<file path="src/rtl/uart_rx_nf.sv">
module uart_rx_nf (
  input  logic       clk,
  input  logic       rst_n,
  input  logic       tick,
  input  logic       rxd,
  input  logic       rx_en,
  input  logic       nine_bit,
  input  logic       rie,
  input  logic       idle_ie,
  input  logic       gie,
  input  logic       status_rd,
  input  logic       data_rd,
  output logic [7:0] rx_data,
  output logic       bit8,
  output logic       data_ready,
  output logic       overrun,
  output logic       noise,
  output logic       frame_err,
  output logic       idle_flag,
  output logic       irq
);
  typedef enum logic [1:0] {S_IDLE, S_START, S_DATA, S_STOP} st_t;

  st_t        st;
  logic [1:0] sync;
  logic       line_q;
  logic [3:0] cnt;
  logic [2:0] smp;
  logic [3:0] bidx;
  logic [8:0] shreg;
  logic [7:0] idle_cnt;
  logic       fnoise, hidden_nf, clr_armed, idle_armed;

  wire       line     = sync[1];
  wire       vote     = (smp[0] & smp[1]) | (smp[0] & smp[2]) | (smp[1] & smp[2]);
  wire       split    = (smp != 3'b000) && (smp != 3'b111);
  wire       last_bit = bidx == (nine_bit ? 4'd8 : 4'd7);
  wire       clr_now  = data_rd & clr_armed;
  wire [7:0] idle_lim = nine_bit ? 8'd176 : 8'd160;

  assign irq = gie & ((rie & (data_ready | overrun)) | (idle_ie & idle_flag));

  always_ff @(posedge clk or negedge rst_n) begin
    if (!rst_n) begin
      st <= S_IDLE;  sync <= 2'b11;  line_q <= 1'b1;  cnt <= '0;  smp <= '0;
      bidx <= '0;  shreg <= '0;  idle_cnt <= '0;  fnoise <= 1'b0;
      hidden_nf <= 1'b0;  clr_armed <= 1'b0;  idle_armed <= 1'b1;
      rx_data <= '0;  bit8 <= 1'b0;  data_ready <= 1'b0;  overrun <= 1'b0;
      noise <= 1'b0;  frame_err <= 1'b0;  idle_flag <= 1'b0;
    end else begin
      sync <= {sync[0], rxd};
      if (status_rd)    clr_armed <= 1'b1;
      else if (data_rd) clr_armed <= 1'b0;
      if (clr_now) begin
        data_ready <= 1'b0;  overrun <= 1'b0;  noise <= 1'b0;
        frame_err <= 1'b0;   idle_flag <= 1'b0;
      end
      if (tick) line_q <= line;
      if (!rx_en) begin
        st <= S_IDLE;
        idle_cnt <= '0;
      end else if (tick) begin
        if (cnt == 4'd8 || cnt == 4'd9 || cnt == 4'd10) smp <= {smp[1:0], line};
        if (st == S_IDLE) begin
          cnt <= 4'd1;  bidx <= '0;  fnoise <= 1'b0;
          if (line_q && !line) begin
            st <= S_START;  idle_armed <= 1'b1;  idle_cnt <= '0;
          end else if (!line || !idle_armed) begin
            idle_cnt <= '0;
          end else if (idle_cnt == idle_lim - 8'd1) begin
            idle_flag <= 1'b1;  idle_armed <= 1'b0;  idle_cnt <= '0;
          end else begin
            idle_cnt <= idle_cnt + 8'd1;
          end
        end else begin
          cnt <= cnt + 4'd1;
          if (cnt == 4'd15) begin
            case (st)
              S_START: begin
                if (vote) begin
                  st <= S_IDLE;
                  if (split) hidden_nf <= 1'b1;
                end else begin
                  st <= S_DATA;
                  fnoise <= split;
                end
              end
              S_DATA: begin
                shreg[bidx] <= vote;
                fnoise <= fnoise | split;
                bidx <= bidx + 4'd1;
                if (last_bit) st <= S_STOP;
              end
              default: begin
                st <= S_IDLE;
                if (data_ready && !clr_now) begin
                  overrun <= 1'b1;
                end else begin
                  rx_data    <= shreg[7:0];
                  bit8       <= nine_bit & shreg[8];
                  data_ready <= 1'b1;
                  noise      <= fnoise | split | hidden_nf;
                  frame_err  <= !vote;
                  hidden_nf  <= 1'b0;
                end
              end
            endcase
          end
        end
      end
    end
  end


  ovr_keeps_data_chk: assert property (@(posedge clk) disable iff (!rst_n)
    $rose(overrun) |-> $stable(rx_data));

  clear_needs_read_chk: assert property (@(posedge clk) disable iff (!rst_n)
    $fell(data_ready) |-> $past(data_rd));

  noise_with_ready_chk: assert property (@(posedge clk) disable iff (!rst_n)
    noise |-> data_ready);

  disabled_idle_chk: assert property (@(posedge clk) disable iff (!rst_n)
    !rx_en |=> st == S_IDLE);

  ready_on_tick_chk: assert property (@(posedge clk) disable iff (!rst_n)
    $rose(data_ready) |-> $past(tick));
endmodule

</file>
<file path="config.mk">
export PLATFORM = sky130hd
export DESIGN_NAME = uart_rx_nf
export DESIGN_NICKNAME = d
export VERILOG_FILES = /design/src/rtl/uart_rx_nf.sv
export SDC_FILE = /design/constraint.sdc
export NUM_CORES = 1
export LEC_CHECK = 0
export ABC_AREA = 1
export ABC_CLOCK_PERIOD_IN_PS = 2000
export BUFFER_PORTS_ARGS = -buffer_cell sky130_fd_sc_hd__buf_2
export CAP_MARGIN = 20
export CORE_MARGIN = 2
export CORE_UTILIZATION = 53
export CTS_CLUSTER_DIAMETER = 50
export DETAILED_ROUTE_END_ITERATION = 12
export GPL_TIMING_DRIVEN = 0
export PLACE_DENSITY = 0.75
export SLEW_MARGIN = 20
export SYNTH_ARGS = -nofsm -noshare
export SYNTH_HDL_FRONTEND = slang
export SYNTH_SLANG_ARGS = --single-unit
</file>
<file path="constraint.sdc">
create_clock -name clk -period 2 [get_ports clk]
set_clock_uncertainty 0.1 [all_clocks]
set_input_delay 0.2 -clock clk [delete_from_list [all_inputs] [get_ports clk]]
set_output_delay 0.2 -clock clk [all_outputs]
set_load 0.01 [all_outputs]
</file>
==> reports/qor.yml <==
status:
  status: "finished, final reports clean"
drt:
  drt-total-wl_um: 5119
  met2WireLength_um: 2485
  vias_per_cell: 4.899
  drt_iter0_drc: 101
  vias: 2185
  drc: 0
  wl_met1_um: 2422
  wire_per_inst_um: 11.48
  highest_layer: "met4"
  first_pass_iters: 4
  antenna_left: 0
  wl_met3_um: 137
setup_path:
  cp-start-kind: "flip-flop"
  cp-end-kind: "flip-flop"
  crit_path_max_fanout: 4
  crit_required_ps: 2120
  critPathKind: "reg -> reg"
  cp.arrival_ps: 1890
place:
  place_hpwl_um: 3815
  gp_congestion: 0.8721
  port-buffer-count: 25
  postPlaceCellArea_um2: 2955
logic_synthesis:
  syn_avg_cell_area_um2: 8.083
  syn_inst: 339
  ys_seq_area_share_pct: 46.76
  yosys_warnings: 0
  ys_ff_latch: 51
  syn-num-nets: 363
  netlist_area_um2: 2740
  synth_cell_type_count: 31
clocking:
  clockRootBuffer: "clkbuf_8"
  cts_tree: "built"
  postCtsSetupRepairBufs: 0
  cts.clk_slew.worst_paths_ps: 90
  clock-sinks: 51
  cts_htree_levels: 2
  worstSkewPairLatency_ps: 300
  max-clock-path-buffers: 2
  cts_buffers: 5
cells_and_area:
  postLayoutCellArea_um2: 3102
  fin_util_pct: 61.51
  antennaDiodeCount: 0
  area_growth_pct: 13.20
  drive_gt1_share_pct: 14.89
  num-nets-final: 399
timing:
  rsz0062_at_grt: "false"
  timing.final.crit_period_ps: 1775
  relSlewSlack_pct: 58.16
  max_freq_ghz: 0.5635
  slew_violations: 0
  tns_ps: 0
  hold_ws_ps: 41.56
  period_share_pct: 88.73
  finalHoldViolCount: 0
  setup_viol: 0
  worst_pin_slew_ps: 627.6
floorplan:
  core_um2: 5042
  dieArea_um2: 5762
  rows: 26
  initial_core_util_pct: 54.34
  die_w_um: 75.91
  die_h_um: 75.91
  io_pins: 26
power_and_ir_drop:
  p_leak_nw: 1.631
  power_density_nw_per_um2: 682.3
  fin_total_pwr_w: 0.002116
  ir_worst_vdd_mv: 0.4352
global_routing:
  grt_pass1_wl_um: 9501
  overflow: 0
  antenna_found_initial: 0
  grt_usage_pct: 19.86
  grt_max_degree: 52
  first_global_vias: 2227
worst_hold_path:
  holdCritPathClass: "in -> reg"
job:
  cap_violations: 0
## layout by cell type, fill, tap and decap left out, drive strengths merged
| master | n |
|---|---|
| nand2 | 121 |
| dfrtp | 47 |
| inv | 39 |
| nor2 | 34 |
| buf | 28 |
| o21ai | 23 |
| nand3 | 22 |
| ha | 13 |
| a21oi | 9 |
| clkbuf | 8 |
| nor3 | 5 |
| o31ai | 4 |
| dlygate4sd3 | 4 |
| dfstp | 4 |
| xor2 | 3 |
| o21bai | 3 |
| a21boi | 2 |
| nand4 | 2 |
| o22ai | 1 |
| or2 | 1 |
| nor4 | 1 |
| a31oi | 1 |
| clkinv | 1 |
## logic make-up after synthesis
group	after synthesis	synth area share [%]
flops	51	46.76
buf+inv	43	6.895
simple gates	186	30.55
fa+ha+maj	13	5.936
compound gates	43	8.904
xor+xnor	3	0.9591
## cells in the mapped netlist
cell type | n | area share (%)
nand2_1 | 118 | 16
dfrtp_1 | 47 | 43
inv_1 | 38 | 5.2
nor2_1 | 27 | 3.7
o21ai_0 | 21 | 3.8
nand3_1 | 19 | 3.5
ha_1 | 13 | 5.9
a21oi_1 | 9 | 1.6
nor3_1 | 5 | 0.91
dfstp_2 | 4 | 3.8
o31ai_1 | 4 | 1.1
buf_6 | 3 | 1.2
nor2_4 | 3 | 1.2
o21bai_1 | 3 | 0.82
xor2_1 | 3 | 0.96
a21boi_0 | 2 | 0.55
nand2_2 | 2 | 0.46
nand3_2 | 2 | 0.73
nand4_1 | 2 | 0.46
nor2_2 | 2 | 0.46
nor2_8 | 2 | 1.5
a31oi_1 | 1 | 0.23
clkbuf_1 | 1 | 0.14
inv_6 | 1 | 0.32
nand2_4 | 1 | 0.41
nand3_4 | 1 | 0.64
nor4_1 | 1 | 0.23
o21ai_1 | 1 | 0.18
o21ai_2 | 1 | 0.32
o22ai_1 | 1 | 0.23
or2_2 | 1 | 0.23
## layout make-up
| type | count | area (µm²) |
|---|---|---|
| Buffer | 4 | 37.54 |
| Clock buffer | 7 | 86.33 |
| Clock inverter | 1 | 8.758 |
| Fill cell | 467 | 1941 |
| Inverter | 39 | 151.4 |
| Multi-Input combinational cell | 245 | 1281 |
| Sequential cell | 51 | 1281 |
| Tap cell | 70 | 87.58 |
| Timing Repair Buffer | 29 | 167.7 |
## through the flow
| stage | std cells | setup WS [ps] |
|---|---|---|
| 4_1_cts | 446 | 39.66 |
| 2_1_floorplan | 339 | 295.7 |
| 6_report | 446 | 225.4 |
| 3_5_place_dp | 434 | 55.49 |
| 3_3_place_gp | 434 | 96.23 |
| 5_1_grt | 446 | 57.67 |
## critical path: stages (launching register included)
cell and delay [ps]:
dfrtp_1 410, inv_1 110, ha_1 210, inv_1 140
nor2_4 180, inv_1 130, nor2_2 140, inv_1 90
o21ai_0 190
## worst paths after layout
path / slack [ps] / cells after the start / start / to
min reg2reg: 260 / 0 / sync[0] / sync[1]
max: 230 / 8 / st[0] / idle_flag
min in group asynchronous: 350 / 2 / rst_n / rx_data[3]
max in group asynchronous: 1030 / 2 / rst_n / st[1]
min: 40 / 2 / tick / line_q
max reg2reg: 230 / 8 / st[0] / idle_flag
## layer usage
metal / vias up / track usage [%]
met1: 1008 / 24.43
met4: 0 / 6.909
met3: 8 / 2.738
met2: 29 / 35.80
met5: - / 0
li1: 1140 / -
## repair_timing
item,CTS,global route
endpoints found under the hold margin,49,0
gates resized for setup,0,2
endpoints found under the setup margin,0,3
hold buffers,4,0
## power breakdown
| group | internal [W] | total (W) | switching (W) |
|---|---|---|---|
| sequential | 0.00110 | 0.00114 | 0.0000452 |
| clock | 0.000284 | 0.000619 | 0.000335 |
| combinational | 0.000119 | 0.000356 | 0.000236 |
## state kept, by name (all words and copies together) (netlist names), 2 cells and up
signal / flops
bidx: 4
idle_cnt: 8
sync: 2
cnt: 4
smp: 3
st: 2
rx_data: 8
shreg: 9
Power figures use the tool's default switching activity.
